[src/rtl/apwin_pkg.sv]
package apwin_pkg;

  localparam int unsigned DFLT_ADDR_W  = 32;
  localparam int unsigned DFLT_AP_LSB  = 22;
  localparam int unsigned DFLT_SZ_BITS = 6;
  localparam int unsigned DFLT_GM_LSB  = 20;
  localparam int unsigned CTRL_EN_BIT  = 7;

  typedef enum logic [1:0] {
    ROUTE_NONE       = 2'd0,
    ROUTE_XLATE_DRAM = 2'd1,
    ROUTE_GFX_PORT   = 2'd2
  } route_e;

  typedef enum logic [1:0] {
    SEL_AP_BASE  = 2'd0,
    SEL_AP_CTRL  = 2'd1,
    SEL_GM_BASE  = 2'd2,
    SEL_GM_LIMIT = 2'd3
  } reg_sel_e;

endpackage

[src/rtl/apwin_cfg_regs.sv]
module apwin_cfg_regs
  import apwin_pkg::*;
#(
  parameter int unsigned ADDR_W  = DFLT_ADDR_W,
  parameter int unsigned AP_LSB  = DFLT_AP_LSB,
  parameter int unsigned SZ_BITS = DFLT_SZ_BITS,
  parameter int unsigned GM_LSB  = DFLT_GM_LSB,
  localparam int unsigned CODE_W   = $clog2(SZ_BITS + 1),
  localparam int unsigned AP_TAG_W = ADDR_W - AP_LSB,
  localparam int unsigned GM_TAG_W = ADDR_W - GM_LSB,
  localparam int unsigned FIX_W    = AP_TAG_W - SZ_BITS
) (
  input  logic                clk,
  input  logic                rst_n,
  input  logic                wr_en,
  input  logic [1:0]          wr_sel,
  input  logic [ADDR_W-1:0]   wr_data,
  input  logic [1:0]          rd_sel,
  output logic [ADDR_W-1:0]   rd_data,
  output logic [AP_TAG_W-1:0] ap_base_tag,
  output logic [AP_TAG_W-1:0] ap_tag_mask,
  output logic                ap_enable,
  output logic                base_unknown,
  output logic [CODE_W-1:0]   size_code,
  output logic [GM_TAG_W-1:0] gm_base_tag,
  output logic [GM_TAG_W-1:0] gm_limit_tag
);

  localparam logic [CODE_W-1:0] CODE_MAX = CODE_W'(SZ_BITS);

  // state
  logic [CODE_W-1:0]   size_q,     size_d;
  logic                en_q,       en_d;
  logic [AP_TAG_W-1:0] base_q,     base_d;
  logic [SZ_BITS-1:0]  known_q,    known_d;
  logic [GM_TAG_W-1:0] gm_base_q,  gm_base_d;
  logic [GM_TAG_W-1:0] gm_limit_q, gm_limit_d;

  // decode helpers
  logic [CODE_W-1:0]   wr_code_raw;
  logic [CODE_W-1:0]   wr_code;
  logic [SZ_BITS-1:0]  field_mask_cur;
  logic [SZ_BITS-1:0]  field_mask_new;
  logic [SZ_BITS-1:0]  opened_bits;
  logic [AP_TAG_W-1:0] tag_mask_cur;

  always_comb begin
    wr_code_raw    = wr_data[CODE_W-1:0];
    wr_code        = (wr_code_raw > CODE_MAX) ? CODE_MAX : wr_code_raw;
    field_mask_cur = {SZ_BITS{1'b1}} << size_q;
    field_mask_new = {SZ_BITS{1'b1}} << wr_code;
    opened_bits    = field_mask_new & ~field_mask_cur;
    tag_mask_cur   = {{FIX_W{1'b1}}, field_mask_cur};
  end

  // next-state
  always_comb begin
    size_d     = size_q;
    en_d       = en_q;
    base_d     = base_q;
    known_d    = known_q;
    gm_base_d  = gm_base_q;
    gm_limit_d = gm_limit_q;
    case (reg_sel_e'(wr_sel))
      SEL_AP_BASE: begin
        base_d  = wr_data[ADDR_W-1:AP_LSB] & tag_mask_cur;
        known_d = {SZ_BITS{1'b1}};
      end
      SEL_AP_CTRL: begin
        size_d  = wr_code;
        en_d    = wr_data[CTRL_EN_BIT];
        // newly writable bits lose their value; newly read-only bits become a known zero
        known_d = (known_q & ~opened_bits) | ~field_mask_new;
        base_d[SZ_BITS-1:0] = base_q[SZ_BITS-1:0] & field_mask_new & ~opened_bits;
      end
      SEL_GM_BASE:  gm_base_d  = wr_data[ADDR_W-1:GM_LSB];
      SEL_GM_LIMIT: gm_limit_d = wr_data[ADDR_W-1:GM_LSB];
      default: ;
    endcase
  end

  // registers
  always_ff @(posedge clk or negedge rst_n) begin
    if (!rst_n) begin
      size_q     <= CODE_MAX;
      en_q       <= 1'b0;
      base_q     <= '0;
      known_q    <= {SZ_BITS{1'b1}};
      gm_base_q  <= {GM_TAG_W{1'b1}};
      gm_limit_q <= '0;
    end else if (wr_en) begin
      size_q     <= size_d;
      en_q       <= en_d;
      base_q     <= base_d;
      known_q    <= known_d;
      gm_base_q  <= gm_base_d;
      gm_limit_q <= gm_limit_d;
    end
  end

  // read port
  always_comb begin
    rd_data = '0;
    case (reg_sel_e'(rd_sel))
      SEL_AP_BASE:  rd_data = {base_q, {AP_LSB{1'b0}}};
      SEL_AP_CTRL: begin
        rd_data[CODE_W-1:0]  = size_q;
        rd_data[CTRL_EN_BIT] = en_q;
      end
      SEL_GM_BASE:  rd_data = {gm_base_q, {GM_LSB{1'b0}}};
      SEL_GM_LIMIT: rd_data = {gm_limit_q, {GM_LSB{1'b0}}};
      default: ;
    endcase
  end

  assign ap_base_tag  = base_q;
  assign ap_tag_mask  = tag_mask_cur;
  assign ap_enable    = en_q;
  assign base_unknown = ~&known_q;
  assign size_code    = size_q;
  assign gm_base_tag  = gm_base_q;
  assign gm_limit_tag = gm_limit_q;

endmodule

[src/rtl/apwin_ap_match.sv]
module apwin_ap_match
  import apwin_pkg::*;
#(
  parameter int unsigned ADDR_W = DFLT_ADDR_W,
  parameter int unsigned AP_LSB = DFLT_AP_LSB,
  localparam int unsigned AP_TAG_W = ADDR_W - AP_LSB
) (
  input  logic                req_valid,
  input  logic [ADDR_W-1:0]   req_addr,
  input  logic [AP_TAG_W-1:0] base_tag,
  input  logic [AP_TAG_W-1:0] tag_mask,
  input  logic                enable,
  input  logic                base_unknown,
  output logic                hit,
  output logic [ADDR_W-1:0]   offset
);

  logic [AP_TAG_W-1:0] tag_diff;
  logic [ADDR_W-1:0]   keep_mask;

  always_comb begin
    tag_diff  = (req_addr[ADDR_W-1:AP_LSB] ^ base_tag) & tag_mask;
    keep_mask = ~{tag_mask, {AP_LSB{1'b0}}};
    hit       = req_valid & enable & ~base_unknown & (tag_diff == '0);
    offset    = hit ? (req_addr & keep_mask) : '0;
  end

endmodule

[src/rtl/apwin_gm_match.sv]
module apwin_gm_match
  import apwin_pkg::*;
#(
  parameter int unsigned ADDR_W = DFLT_ADDR_W,
  parameter int unsigned GM_LSB = DFLT_GM_LSB,
  localparam int unsigned GM_TAG_W = ADDR_W - GM_LSB
) (
  input  logic                req_valid,
  input  logic [ADDR_W-1:0]   req_addr,
  input  logic [GM_TAG_W-1:0] gm_base_tag,
  input  logic [GM_TAG_W-1:0] gm_limit_tag,
  output logic                range_en,
  output logic                in_range
);

  logic [GM_TAG_W-1:0] req_tag;

  always_comb begin
    req_tag  = req_addr[ADDR_W-1:GM_LSB];
    range_en = (gm_base_tag <= gm_limit_tag);
    in_range = req_valid & range_en &
               (req_tag >= gm_base_tag) & (req_tag <= gm_limit_tag);
  end

endmodule

[src/rtl/apwin_overlap_check.sv]
module apwin_overlap_check
  import apwin_pkg::*;
#(
  parameter int unsigned ADDR_W = DFLT_ADDR_W,
  parameter int unsigned AP_LSB = DFLT_AP_LSB,
  parameter int unsigned GM_LSB = DFLT_GM_LSB,
  localparam int unsigned AP_TAG_W = ADDR_W - AP_LSB,
  localparam int unsigned GM_TAG_W = ADDR_W - GM_LSB,
  localparam int unsigned SHIFT    = AP_LSB - GM_LSB
) (
  input  logic [AP_TAG_W-1:0] ap_base_tag,
  input  logic [AP_TAG_W-1:0] ap_tag_mask,
  input  logic                ap_enable,
  input  logic                base_unknown,
  input  logic [GM_TAG_W-1:0] gm_base_tag,
  input  logic [GM_TAG_W-1:0] gm_limit_tag,
  input  logic                gm_enable,
  output logic                overlap
);

  // aperture bounds expressed at graphics-range granularity
  logic [GM_TAG_W-1:0] ap_lo;
  logic [GM_TAG_W-1:0] ap_hi;

  always_comb begin
    ap_lo   = {ap_base_tag, {SHIFT{1'b0}}};
    ap_hi   = {ap_base_tag | ~ap_tag_mask, {SHIFT{1'b1}}};
    overlap = ap_enable & ~base_unknown & gm_enable &
              (ap_lo <= gm_limit_tag) & (gm_base_tag <= ap_hi);
  end

endmodule

[src/rtl/apwin_decoder.sv]
module apwin_decoder
  import apwin_pkg::*;
#(
  parameter int unsigned ADDR_W  = DFLT_ADDR_W,
  parameter int unsigned AP_LSB  = DFLT_AP_LSB,
  parameter int unsigned SZ_BITS = DFLT_SZ_BITS,
  parameter int unsigned GM_LSB  = DFLT_GM_LSB
) (
  input  logic              clk,
  input  logic              rst_n,
  input  logic              cfg_wr_en,
  input  logic [1:0]        cfg_wr_sel,
  input  logic [ADDR_W-1:0] cfg_wr_data,
  input  logic [1:0]        cfg_rd_sel,
  output logic [ADDR_W-1:0] cfg_rd_data,
  input  logic              req_valid,
  input  logic [ADDR_W-1:0] req_addr,
  output logic              ap_hit,
  output logic              gm_hit,
  output logic [1:0]        route,
  output logic [ADDR_W-1:0] ap_offset,
  output logic              base_unknown,
  output logic              overlap_err
);

  localparam int unsigned CODE_W   = $clog2(SZ_BITS + 1);
  localparam int unsigned AP_TAG_W = ADDR_W - AP_LSB;
  localparam int unsigned GM_TAG_W = ADDR_W - GM_LSB;

  logic [AP_TAG_W-1:0] ap_base_tag_w;
  logic [AP_TAG_W-1:0] ap_tag_mask_w;
  logic                ap_enable_w;
  logic                base_unknown_w;
  logic [CODE_W-1:0]   size_code_w;
  logic [GM_TAG_W-1:0] gm_base_tag_w;
  logic [GM_TAG_W-1:0] gm_limit_tag_w;
  logic                ap_hit_c;
  logic [ADDR_W-1:0]   ap_offset_c;
  logic                gm_en_c;
  logic                gm_in_c;
  logic                overlap_c;

  apwin_cfg_regs #(
    .ADDR_W(ADDR_W), .AP_LSB(AP_LSB), .SZ_BITS(SZ_BITS), .GM_LSB(GM_LSB)
  ) u_regs (
    .clk          (clk),
    .rst_n        (rst_n),
    .wr_en        (cfg_wr_en),
    .wr_sel       (cfg_wr_sel),
    .wr_data      (cfg_wr_data),
    .rd_sel       (cfg_rd_sel),
    .rd_data      (cfg_rd_data),
    .ap_base_tag  (ap_base_tag_w),
    .ap_tag_mask  (ap_tag_mask_w),
    .ap_enable    (ap_enable_w),
    .base_unknown (base_unknown_w),
    .size_code    (size_code_w),
    .gm_base_tag  (gm_base_tag_w),
    .gm_limit_tag (gm_limit_tag_w)
  );

  apwin_ap_match #(.ADDR_W(ADDR_W), .AP_LSB(AP_LSB)) u_ap (
    .req_valid    (req_valid),
    .req_addr     (req_addr),
    .base_tag     (ap_base_tag_w),
    .tag_mask     (ap_tag_mask_w),
    .enable       (ap_enable_w),
    .base_unknown (base_unknown_w),
    .hit          (ap_hit_c),
    .offset       (ap_offset_c)
  );

  apwin_gm_match #(.ADDR_W(ADDR_W), .GM_LSB(GM_LSB)) u_gm (
    .req_valid    (req_valid),
    .req_addr     (req_addr),
    .gm_base_tag  (gm_base_tag_w),
    .gm_limit_tag (gm_limit_tag_w),
    .range_en     (gm_en_c),
    .in_range     (gm_in_c)
  );

  apwin_overlap_check #(.ADDR_W(ADDR_W), .AP_LSB(AP_LSB), .GM_LSB(GM_LSB)) u_ovl (
    .ap_base_tag  (ap_base_tag_w),
    .ap_tag_mask  (ap_tag_mask_w),
    .ap_enable    (ap_enable_w),
    .base_unknown (base_unknown_w),
    .gm_base_tag  (gm_base_tag_w),
    .gm_limit_tag (gm_limit_tag_w),
    .gm_enable    (gm_en_c),
    .overlap      (overlap_c)
  );

  // output stage
  logic              ap_hit_q,  ap_hit_d;
  logic              gm_hit_q,  gm_hit_d;
  route_e            route_q,   route_d;
  logic [ADDR_W-1:0] offset_q,  offset_d;
  logic              overlap_q, overlap_d;

  always_comb begin
    ap_hit_d  = ap_hit_c;
    gm_hit_d  = gm_in_c & ~ap_hit_c;
    offset_d  = ap_offset_c;
    overlap_d = overlap_q | overlap_c;
    if (ap_hit_c)     route_d = ROUTE_XLATE_DRAM;
    else if (gm_in_c) route_d = ROUTE_GFX_PORT;
    else              route_d = ROUTE_NONE;
  end

  always_ff @(posedge clk or negedge rst_n) begin
    if (!rst_n) begin
      ap_hit_q  <= 1'b0;
      gm_hit_q  <= 1'b0;
      route_q   <= ROUTE_NONE;
      offset_q  <= '0;
      overlap_q <= 1'b0;
    end else begin
      ap_hit_q  <= ap_hit_d;
      gm_hit_q  <= gm_hit_d;
      route_q   <= route_d;
      offset_q  <= offset_d;
      overlap_q <= overlap_d;
    end
  end

  assign ap_hit       = ap_hit_q;
  assign gm_hit       = gm_hit_q;
  assign route        = route_q;
  assign ap_offset    = offset_q;
  assign base_unknown = base_unknown_w;
  assign overlap_err  = overlap_q;

endmodule

[config.mk]
export PLATFORM = sky130hd
export DESIGN_NAME = apwin_decoder
export DESIGN_NICKNAME = d
export VERILOG_FILES = /design/src/rtl/apwin_pkg.sv /design/src/rtl/apwin_cfg_regs.sv /design/src/rtl/apwin_ap_match.sv /design/src/rtl/apwin_gm_match.sv /design/src/rtl/apwin_overlap_check.sv /design/src/rtl/apwin_decoder.sv
export SDC_FILE = /design/constraint.sdc
export NUM_CORES = 1
export LEC_CHECK = 0
export BUFFER_PORTS_ARGS = -buffer_cell sky130_fd_sc_hd__buf_2
export CORE_MARGIN = 4
export CORE_UTILIZATION = 40
export DETAILED_ROUTE_END_ITERATION = 10
export GPL_ROUTABILITY_DRIVEN = 0
export HOLD_SLACK_MARGIN = 0.08
export MAX_ROUTING_LAYER = met4
export PLACE_DENSITY = 0.61
export SETUP_SLACK_MARGIN = 0.4
export SKIP_LAST_GASP = 1
export SYNTH_ARGS = -nofsm -noshare
export SYNTH_HDL_FRONTEND = slang
export SYNTH_SLANG_ARGS = --single-unit
[constraint.sdc]
create_clock -name clk -period 2.7 [get_ports clk]
set_input_delay 0.27 -clock clk [delete_from_list [all_inputs] [get_ports clk]]
set_output_delay 0.27 -clock clk [all_outputs]
set_load 0.005 [all_outputs]
### After elaboration in Yosys (flattened, before gate mapping)

Index checks and enable logic that the tools add are counted.
W data, S select, Z words.

| storage, ports and cells | value |
|---|---|
| register bits after elaboration | 81 |
| output and inout bits | 70 |
| logic and storage cells | 75 |

| operators by class | value |
|---|---|
| bitwise logic cells | 28 |
| mux-type cells | 9 |
| eq/ne operators | 6 |
| magnitude comparators | 6 |
| shifts and indexed selects | 2 |
| reductions and logical operators | 12 |

Operator list:

| kind | count |
|---|---|
| $pmux W24 S3 | 1 |
| $le A12 B12 Y1 | 4 |
| $and A32 B32 Y32 | 1 |
| $mux W32 | 1 |
| $not A32 Y32 | 1 |
| $and A6 B6 Y6 | 4 |
| $pmux W6 S2 | 2 |
| $and A10 B10 Y10 | 2 |
| $not A6 Y6 | 3 |
| $ge A12 B12 Y1 | 1 |
| $shl A6 B3 Y6 const A | 2 |
| $and A1 B1 Y1 | 11 |
| $logic_not A10 Y1 | 1 |
| $not A10 Y10 | 1 |
| $or A10 B10 Y10 | 1 |
| $reduce_and A2 Y1 | 5 |
| $xor A10 B10 Y10 | 1 |
| $eq A2 B2 Y1 const B | 4 |
| $or A6 B6 Y6 | 1 |
| $pmux W3 S2 | 1 |
| $reduce_and A6 Y1 | 1 |
| $eq A2 B1 Y1 const B | 2 |
| $logic_not A2 Y1 | 2 |
| $mux W2 | 2 |
| other kinds (8) | 8 |

### Depth between registers and ports, before layout

Gate-level depths: netlist of run 1.

| logic depth | value |
|---|---|
| word-level depth | 8 |
| mapped depth | 10 |

### Modules after synthesis

A second synthesis of run 1 with hierarchy kept.

| second synthesis, totals | value |
|---|---|
| cell total of the unflattened synthesis | 501 |
| area, all modules | 5142.4 um^2 |

Modules (own cells, without submodules):

| module | area each (um^2) | sequential area each (um^2) | times used | cells each |
|---|---|---|---|---|
| apwin_cfg_regs | 2277.2 | 1126.1 | 1 | 188 |
| apwin_decoder | 903.4 | 875.8 | 1 | 39 |
| apwin_gm_match | 888.4 | 0.0 | 1 | 113 |
| apwin_overlap_check | 558.0 | 0.0 | 1 | 74 |
| apwin_ap_match | 515.5 | 0.0 | 1 | 87 |

### Least setup slack after synthesis of run 1

No wires, ideal clock.

| timing path | value |
|---|---|
| path kind | flip-flop to flip-flop |
| from | register u_regs.size_q[2] (netlist: u_regs.size_code[2]) |
| to | register overlap_q (netlist: overlap_err) |
| cell stages (with the launch flop) | 10 |
| required time | 2.590 ns |
| arrival time | 2.240 ns |
| buffers on the path | 2 |
| library setup time | 0.110 ns |
| path slack | 0.350 ns |
| cells stage by stage | dfstp_2 > buf_2 > clkbuf_1 > nor2_1 > ha_1 > a21o_1 > a21o_1 > a2111oi_0 > nor3_1 > o41ai_1 |

| between the ends | value |
|---|---|
| cells in the longest elaborated chain, start to end | 6 |

RTL lines:

| what | RTL line | RTL |
|---|---|---|
| from (decl) | apwin_cfg_regs.sv:32 | `logic [CODE_W-1:0] size_q, size_d;` |
| from (signal assigned) | apwin_cfg_regs.sv:92 | `size_q <= size_d;` |
| $shl A6 B3 Y6 | apwin_cfg_regs.sv:50 | `field_mask_cur = {SZ_BITS{1'b1}} << size_q;` |
| $not A10 Y10 | apwin_overlap_check.sv:27 | `ap_hi = {ap_base_tag \| ~ap_tag_mask, {SHIFT{1'b1}}};` |
| $or A10 B10 Y10 | apwin_overlap_check.sv:27 |  |
| $le A12 B12 Y1 | apwin_overlap_check.sv:29 | `(ap_lo <= gm_limit_tag) & (gm_base_tag <= ap_hi);` |
| $and A1 B1 Y1 | apwin_overlap_check.sv:29 |  |
| $or A1 B1 Y1 | apwin_decoder.sv:104 | `overlap_d = overlap_q \| overlap_c;` |
| net overlap_d | apwin_decoder.sv:98 | `logic overlap_q, overlap_d;` |
| to (signal assigned) | apwin_decoder.sv:122 | `overlap_q <= overlap_d;` |
| to (decl) | apwin_decoder.sv:98 |  |

The timed path passes the listed nets, and every way through them passes these cells.
A chain may end at the register's enable or synchronous reset.

### Final worst setup path of run 1

| timing path | value |
|---|---|
| from | register u_regs.gm_base_q[9] (netlist: u_regs.gm_base_tag[9]) |
| to | register gm_hit_q (netlist: gm_hit) |

| between the ends | value |
|---|---|
| cells in the longest elaborated chain, start to end | 5 |
| elaborated cells on any way between the ends | 6 |

RTL lines:

| what | RTL line | RTL |
|---|---|---|
| from (decl) | apwin_cfg_regs.sv:36 | `logic [GM_TAG_W-1:0] gm_base_q, gm_base_d;` |
| from (signal assigned) | apwin_cfg_regs.sv:89 | `gm_base_q <= {GM_TAG_W{1'b1}};` |
| from (signal assigned) | apwin_cfg_regs.sv:96 | `gm_base_q <= gm_base_d;` |
| $le A12 B12 Y1 | apwin_gm_match.sv:20 | `range_en = (gm_base_tag <= gm_limit_tag);` |
| $and A1 B1 Y1 | apwin_gm_match.sv:21 | `in_range = req_valid & range_en &` |
| $and A1 B1 Y1 * | apwin_gm_match.sv:21 |  |
| $and A1 B1 Y1 * | apwin_gm_match.sv:22 | `(req_tag >= gm_base_tag) & (req_tag <= gm_limit_tag);` |
| $and A1 B1 Y1 * | apwin_decoder.sv:102 | `gm_hit_d = gm_in_c & ~ap_hit_c;` |
| net gm_hit_d | apwin_decoder.sv:95 | `logic gm_hit_q, gm_hit_d;` |
| to (signal assigned) | apwin_decoder.sv:119 | `gm_hit_q <= gm_hit_d;` |
| to (decl) | apwin_decoder.sv:95 |  |

The timed path passes the listed nets; every way through them passes the cells marked *.

==> impl_metrics.ini, run 1 <==
[worst_setup_path]
criticalPathCategory = flip-flop to flip-flop
worstReg2RegStart = u_regs.gm_base_tag[9]
cp_max_fo = 4
end_kind = flip-flop
regToRegSetupSlack_ps = 420
critPathCapture = gm_hit
critPathLaunch = u_regs.gm_base_tag[9]
r2r_cells = 7
cp.arrival_ps = 2450
crit_required_ps = 2870
r2r-end = gm_hit
cp-start-kind = flip-flop

[clock_network]
clkSinkCount = 75
cts-root-buf = clkbuf_16
clk_latency_ps = 350
clockBufferDepth = 2
cts_tree = built
htree_num_levels = 3
numCtsBuffers = 9
clkTransAtPathRegs_ps = 60

[die]
io-pin-count = 142
dieArea_um2 = 13600
dieHeight_um = 116
core_area_um2 = 11500
initial_core_util = 0.410
row_count = 39
die_x_um = 116

[detailed_routing]
wl_per_cell_um = 17.8
totalWireLength_um = 13200
vias = 3904
dr.first_iter.drc_count = 280
drc_errors = 0
dr.pass1.iters = 5
drtAntennaViolNets = 0
via_per_inst = 5.27

[status]
outcome = complete, no violations

[place]
post_dp_cell_area_um2 = 5330
port_buffers = 105
hpwl_um = 10100

[synth]
synth_edf_count = 0
synth_top_area_cell = dfrtp_1
synth.cell_area_um2 = 4710
yosysMostFrequentCell = ha_1
ys_seq_elements = 75
yosysSeqAreaShare = 0.404
syn_inst = 466
synth_warnings = 0
yosys.area.top_type_share = 0.292
async_flop_share = 1.00
synth_area_leaders = dfrtp_1, ha_1, dfstp_2, mux2_2, buf_4
synth-main-ff-cell = dfrtp_1
synthDistinctLibCells = 50
synth_common_cells = ha_1, dfrtp_1, nand2_1, inv_1, o21ai_0
syn_area_per_cell_um2 = 10.1

[global_routing]
grt_usage = 0.205
grt_pass1_vias = 3801
grt_max_degree = 30
overflow = 0
antenna_found_initial = 0
grt_pass1_wl_um = 20200

[sta]
period_share = 0.845
max_freq_mhz = 439
drv_slew = 0
finClkSkew_ps = 10.6
finalHoldViolCount = 0
rsz0062_at_grt = no
setup-tns-final_ps = 0
period_needed_ps = 2280
setup_violations = 0
tightest_slew_ps = 819
slew_headroom = 0.452

[finish]
n_fill_cell = 1072
fin_nets = 721
diodes = 0
final_cell_area_um2 = 5840
area_growth_syn_to_layout_pct = 24.2
final_layout_size_suffix_gt1_frac = 0.349

[power_and_ir_drop]
vdd_ir_drop_max_mv = 0.537
cellLeakagePower_uw = 0.00305
power_density_nw_per_um2 = 669

[worst_hold_path]
min_path_type = input port to flip-flop

[run]
max_cap_viol_count = 0
[cells by family (layout without fill, tap and decap cells)]
logic type,Yosys count,in the layout,share of synthesized area
AO/OA/AOI/OAI,102,102,0.141
XOR/XNOR,10,10,0.0186
adder cells (fa/ha/maj),56,56,0.149
buffers and inverters,67,180,0.0747
flip-flops,75,75,0.404
multiplexers,28,28,0.0665
other,1,20,0.000797
AND/OR/NAND/NOR,127,127,0.145
[per-layer routing]
metal / global-route usage / routed length, um / up-vias
li1: - / - / 1872
met1: 0.261 / 5880 / 1898
met4: 0.0557 / 224 / 0
met5: - / 0 / -
met3: 0.0482 / 813 / 15
met2: 0.328 / 6300 / 119
[report_power, final]
part	total (uW)	internal [uW]	switching (uW)	leakage [uW]
Clock	1220	740	482	0.000148
Combinational	1230	581	649	0.00197
Sequential	1460	1300	160	0.000936
[state kept, by name (all words and copies together) (netlist names)]
name / cells
route: 1
overlap_err: 1
u_regs.size_code: 3
ap_offset: 28
u_regs.ap_enable: 1
u_regs.gm_base_tag: 12
u_regs.ap_base_tag: 10
u_regs.known_q: 6
u_regs.gm_limit_tag: 12
gm_hit: 1
[cell usage in the layout, fill, tap and decap left out, types with 2 or more instances in the layout]
| cell | count |
|---|---|
| nor4_1 | 3 |
| and3_2 | 3 |
| dfrtp_1 | 55 |
| nand2_1 | 34 |
| o21a_1 | 2 |
| mux2i_1 | 2 |
| inv_1 | 32 |
| a31oi_1 | 2 |
| a211o_1 | 3 |
| a22o_1 | 11 |
| o31ai_1 | 3 |
| nand4_1 | 13 |
| nand2b_1 | 4 |
| buf_12 | 2 |
| o211ai_1 | 3 |
| a21oi_1 | 21 |
| conb_1 | 20 |
| buf_2 | 106 |
| ha_1 | 56 |
| mux2_2 | 26 |
| buf_4 | 18 |
| clkinv_4 | 2 |
| xnor2_1 | 3 |
| clkinv_2 | 2 |
| nand3_1 | 6 |
| xor2_1 | 7 |
| nor2_1 | 15 |
| o21ai_0 | 32 |
| and2_1 | 23 |
| clkbuf_16 | 9 |
| and2_2 | 4 |
| nor3_1 | 7 |
| buf_6 | 5 |
| a21o_1 | 9 |
| a32o_1 | 5 |
| nor2b_1 | 7 |
| dfstp_2 | 20 |
[worst min-delay path by stage]
stage | from | depth (start not counted) | to
4_1_cts | req_addr[12] | 2 | ap_offset[12]
3_3_place_gp | rst_n | 1 | ap_offset[12]
2_1_floorplan | rst_n | 0 | ap_offset[0]
3_5_place_dp | rst_n | 1 | ap_offset[12]
5_1_grt | req_addr[12] | 2 | ap_offset[12]
6_report | req_addr[8] | 2 | ap_offset[8]
[critical path: stages (launching register included)]
cell and delay [ps]:
dfstp_2 560, inv_1 60, ha_1 280, a21o_1 120
a211oi_2 110, a21oi_1 290, o31ai_1 140, nor4_1 540
[per-stage QoR]
step	hold slack, ps	total power (uW)	util	cells	setup slack (ps)
final	131	3910	0.510	741	420
after global routing	122	4150	0.510	741	405
after CTS	120	3780	0.492	726	412
after detailed placement	312	2550	0.465	709	359
after global placement	289	2500	0.465	709	421
after floorplan	-25.6	2170	-	485	436
[area by class of cell]
class / count / area (um2) / share of cell area
multi-input cells: 343 / 2570 / 0.439
clock inverters: 6 / 65.1 / 0.0111
clock buffers: 10 / 239 / 0.0409
repair buffers: 132 / 772 / 0.132
inverters: 32 / 120 / 0.0206
flip-flops and latches: 75 / 1900 / 0.325
well taps: 143 / 179 / 0.0306
[repair_timing]
item	CTS	global route
setup endpoints to repair	15	24
cloned	0	1
gates resized for setup	0	17
hold buffers	1	0
pin swaps	1	9
endpoints found under the hold margin	21	0
buffers inserted	0	14
Power figures use the tool's default switching activity.
==> inputs of run 2 (changes only) <==
PLACE_DENSITY = 0.63   (was 0.61)
clock period = 1.8 ns   (was 2.7 ns; I/O delays follow)
==> run 2 against run 1 <==
  * The flow now finishes with violations (negative setup slack)
  * Global-route usage is 0.37 points higher
  * Sequential share of layout area shrank 3.2 points
  * Via count up 6.3%
  * Cell count rose by 8.0%
==> impl_metrics.ini, run 2 (synthesized netlist as in run 1, its figures left out) <==
[sta]
slew_headroom = 0.609
finalHoldViolCount = 0
rsz0062_at_grt = yes
period_needed_ps = 2200
tightest_slew_ps = 586
drv_slew = 0
setup-tns-final_ps = -7780
setup_violations = 31
finClkSkew_ps = 8.75
max_freq_mhz = 454
setup_slack_ps = -405
period_share = 1.22

[worst_setup_path]
cp-start-kind = flip-flop
cp.arrival_ps = 2430
crit_required_ps = 2020
end_kind = flip-flop
cp_max_fo = 4
critPathLaunch = u_regs.size_code[2]
criticalPathCategory = flip-flop to flip-flop
worstReg2RegStart = u_regs.size_code[2]

[status]
violations = negative setup slack
outcome = complete, but fails checks

[power_and_ir_drop]
cellLeakagePower_uw = 0.00334
vdd_ir_drop_max_mv = 0.787
power_density_nw_per_um2 = 942
intPower_uw = 4020
clkPwrFrac = 0.287
p_sw_frac = 0.341
p_comb_frac = 0.360
pwr-share-seq = 0.353
p_sw_uw = 2080

[global_routing]
grt_pass1_wl_um = 20900
grt_pass1_vias = 4128
overflow = 0
grt_usage = 0.208
antenna_found_initial = 0
grt_max_degree = 58

[detailed_routing]
totalWireLength_um = 13700
dr.first_iter.drc_count = 266
drc_errors = 0
routed-wl-met3_um = 808
vias = 4148
wl_per_cell_um = 17.2
met1_length_um = 6030
highest_layer = met4
dr.pass1.iters = 5
met2RoutedLength_um = 6630
via_per_inst = 5.19
drtAntennaViolNets = 0

[finish]
largest_reg_flops = 28
final_layout_size_suffix_gt1_frac = 0.411
area_growth_syn_to_layout_pct = 37.7
final_core_util = 0.565
diodes = 0
fin_nets = 780
layout_common_cells = buf_2, dfrtp_1, ha_1
layout_commonest_cell = buf_2

[place]
hpwl_um = 10100
port_buffers = 105

[clock_network]
htree_num_levels = 3
clkSinkCount = 75
clkTransAtPathRegs_ps = 70
clk_latency_ps = 340
numCtsBuffers = 9
clockBufferDepth = 2
cts-root-buf = clkbuf_16
cts_tree = built

[die]
die_x_um = 116
io-pin-count = 142
dieHeight_um = 116
initial_core_util = 0.410
dieArea_um2 = 13600
core_area_um2 = 11500
row_count = 39

[run]
max_cap_viol_count = 0

[worst_hold_path]
min_path_type = input port to flip-flop
min_from = cfg_wr_data[29]
==> run 2: changes by cell type in the layout (fill, tap and decap cells not counted), sizes merged <==
cell	delta
buf	+36
dlygate4sd3	+22
inv	+5
clkinv	-3
bufinv	-1
==> run 2: final timing paths <==
| kind | endpoint | slack (ps) | cells past startpoint |
|---|---|---|---|
| min reg2reg | u_regs.known_q[5] | 490 | 2 |
| min | u_regs.ap_base_tag[7] | 90 | 3 |
| min in group asynchronous | u_regs.gm_limit_tag[0] | 260 | 2 |
| max in group asynchronous | u_regs.gm_base_tag[6] | 900 | 3 |
| max | overlap_err | -400 | 8 |
| max reg2reg | overlap_err | -400 | 8 |
==> run 2: metrics by stage <==
step	worst slack (ps)	std cells	total power, uW	hold WS (ps)	area [um2]
finish	-405	800	6100	92.3	6480
global route	-463	800	6500	85.9	6480
CTS	-360	788	6000	80.6	6290
detailed placement	-405	741	4080	81.1	5640
global placement	-272	741	4010	76.2	5640
floorplan	-316	485	3300	-116	4830
==> run 2: final cells by class <==
class / instances / area (um2)
Clock buffer: 9 / 225
Clock inverter: 7 / 58.8
Fill cell: 1008 / 4990
Inverter: 32 / 120
Multi-Input combinational cell: 343 / 2650
Sequential cell: 75 / 1900
Tap cell: 143 / 179
Timing Repair Buffer: 191 / 1340
==> run 2: critical path: stages (launching register included) <==
cell and delay [ps]:
dfstp_2 550, buf_4 140, o21a_1 140, nor2_1 50
ha_1 300, a21o_1 200, a2111oi_2 290, nor3_1 100
o41ai_1 330
==> run 2: layer usage <==
layer / global-route usage / up-vias
li1: - / 1999
met1: 0.263 / 1990
met2: 0.341 / 134
met3: 0.0378 / 25
met4: 0.0642 / 0
met5: - / -
==> run 2: timing repair <==
item / in CTS / in global routing
hold buffers: 23 / 0
pin swaps: 17 / 9
setup endpoints to repair: 52 / 58
cloned: 0 / 2
buffers inserted: 8 / 10
gates resized for setup: 32 / 28
endpoints found under the hold margin: 62 / 0
==> run 2: power by group through the flow <==
stage / Combinational [uW] / Clock, uW / Sequential [uW]
after CTS: 2060 / 1780 / 2160
after floorplan: 1180 / 0 / 2120
after detailed placement: 1900 / 0 / 2180
after global placement: 1830 / 0 / 2180
final: 2200 / 1750 / 2160
after global routing: 2450 / 1860 / 2190
==> inputs of run 3 (changes only) <==
CORE_MARGIN = 1.5   (was 4)
CORE_UTILIZATION = 47   (was 40)
PLACE_DENSITY = 0.73   (was 0.63)
==> run 3 against run 2 <==
  * The flow still finishes with violations (negative setup slack)
  * Clock power decreased by 17%
  * Cell count fell by 1.1%
  * Non-clock buffer count grew 1
  * Cell area fell by 0.39%
  * Die area shrank 22%
  * Total power is 3.8% lower
  * First-iteration DRC count down 7.1%
  * Count of clock-buffer cells in the layout grew 2
  * Maximum frequency increased by 2.2%
  * Hold slack better by 10 ps
  * Sequential power is essentially flat
  * Critical path type unchanged
  * Largest cell class unchanged
  * Largest power group unchanged
  * Highest routed layer unchanged
==> impl_metrics.ini, run 3 (synthesized netlist as in run 1, its figures left out) <==
[die]
initial_core_util = 0.484
io-pin-count = 142
row_count = 36
dieHeight_um = 103
core_area_um2 = 9730
die_x_um = 103
dieArea_um2 = 10600

[place]
post-place-ws_ps = -363
port_buffers = 105
hpwl_um = 9640

[detailed_routing]
totalWireLength_um = 13800
via_per_inst = 5.37
drc_errors = 0
dr.pass1.iters = 5
dr.first_iter.drc_count = 247
vias = 4248
wl_per_cell_um = 17.5
drtAntennaViolNets = 0

[sta]
period_needed_ps = 2160
tightest_slew_ps = 646
setup_slack_ps = -358
rsz0062_at_grt = yes
finalHoldViolCount = 0
period_share = 1.20
drv_slew = 0
slew_headroom = 0.565
setup_violations = 31
max_freq_mhz = 463
finClkSkew_ps = 14.2

[finish]
layout_common_cells = buf_2, dfrtp_1, ha_1
n_fill_cell = 766
area_growth_syn_to_layout_pct = 37.2
layout_commonest_cell = buf_2
final_layout_size_suffix_gt1_frac = 0.412
largest_reg_flops = 28
diodes = 0
fin_nets = 781

[worst_setup_path]
cp_num_buf_inv = 0
cp.arrival_ps = 2410
cp_max_fo = 7
slowest_delay_ps = 630
crit_top_cell = a21o_1
crit_required_ps = 2050
cp-start-kind = flip-flop
crit_slowest_cell = dfstp_2
cp_top_family = compound AO/OA/AOI/OAI gates
cp_cell_sequence = a21o_1 -> nor2_1 -> ha_2 -> a21o_1 -> a21o_1 -> a2111oi_4 -> nor3_2 -> o41ai_2
criticalPathCategory = flip-flop to flip-flop
end_kind = flip-flop

[run]
max_cap_viol_count = 0

[global_routing]
grt_max_degree = 76
overflow = 0
grt_pass1_wl_um = 21000
grt_pass1_vias = 4280
grt_usage = 0.271
antenna_found_initial = 0

[power_and_ir_drop]
vdd_ir_drop_max_mv = 0.454
cellLeakagePower_uw = 0.00331
power_density_nw_per_um2 = 909
finalPower_uw = 5870

[clock_network]
numCtsBuffers = 9
clk_latency_ps = 360
clockBufferDepth = 2
clkSinkCount = 75
clkTransAtPathRegs_ps = 80
htree_num_levels = 3
cts_tree = built
cts-root-buf = clkbuf_8

[status]
violations = negative setup slack
outcome = complete, but fails checks

[worst_hold_path]
min_path_type = input port to flip-flop
run 3: cell types whose count changed in the layout (fill, tap and decap cells not counted), moves of 2 or more:
cell and delta:
nor3_2 +2, a21oi_2 -2, clkbuf_8 +10, nor2_2 -2, inv_6 -4, o21ai_0 +2
o21ai_2 +6, dlygate4sd3_1 +6, clkbuf_16 -9, o21ai_1 -7, bufinv_16 +2, buf_4 -8
run 3: worst reg2reg max path, delay by kind of cell (launching register included):
family | cells | cell delay, ps
compound gates | 5 | 1140
flops | 1 | 630
fa+ha+maj | 1 | 170
simple gates | 2 | 120
run 3: stage by stage:
step | util | std cells | TNS (ps) | hold slack [ps] | cell area [um2]
finish | 0.664 | 791 | -6270 | 103 | 6460
global route | 0.664 | 791 | -8900 | 103 | 6460
CTS | 0.643 | 784 | -3770 | 83.7 | 6260
detailed placement | 0.580 | 734 | -5650 | 247 | 5650
global placement | 0.580 | 734 | -4040 | 242 | 5650
floorplan | - | 485 | -316 | -116 | 4830
run 3: repair_timing:
item                                    4_1_cts  5_1_grt
gates resized for setup                      35       30
buffers inserted                              5        5
hold endpoints to repair                     92        0
pin swaps                                    14       18
gates cloned                                  0        2
hold buffers                                 29        0
endpoints found under the setup margin       52       55
run 3: power breakdown:
| part | internal [uW] | leakage, uW | switching (uW) |
|---|---|---|---|
| sequential | 1950 | 0.000934 | 204 |
| combinational | 1130 | 0.00227 | 1130 |
| clock | 815 | 0.000109 | 645 |
run 3: area by class of cell:
class,instances,area (um2),area share
sequential,75,1900,0.295
tap,133,166,0.0258
inverter,32,120,0.0186
multi-input combinational,343,2680,0.415
clock buffer,11,141,0.0219
timing repair buffer,192,1370,0.212
clock inverter,5,77.6,0.0120
run 3: metal layers:
metal / track usage / vias to the layer above / wire (um)
li1: - / 1996 / -
met1: 0.322 / 2054 / 5840
met2: 0.449 / 164 / 6850
met3: 0.0366 / 34 / 661
met4: 0.141 / 0 / 474
met5: - / - / 0
run 3: final timing paths:
kind,depth (start not counted),slack [ps],startpoint,end
max,8,-360,u_regs.size_code[1],overlap_err
min,2,100,cfg_wr_data[24],u_regs.ap_base_tag[2]
max reg2reg,8,-360,u_regs.size_code[1],overlap_err
min reg2reg,2,490,u_regs.known_q[1],u_regs.known_q[1]
max in group asynchronous,3,1060,rst_n,u_regs.gm_base_tag[9]
min in group asynchronous,3,380,rst_n,u_regs.ap_base_tag[2]
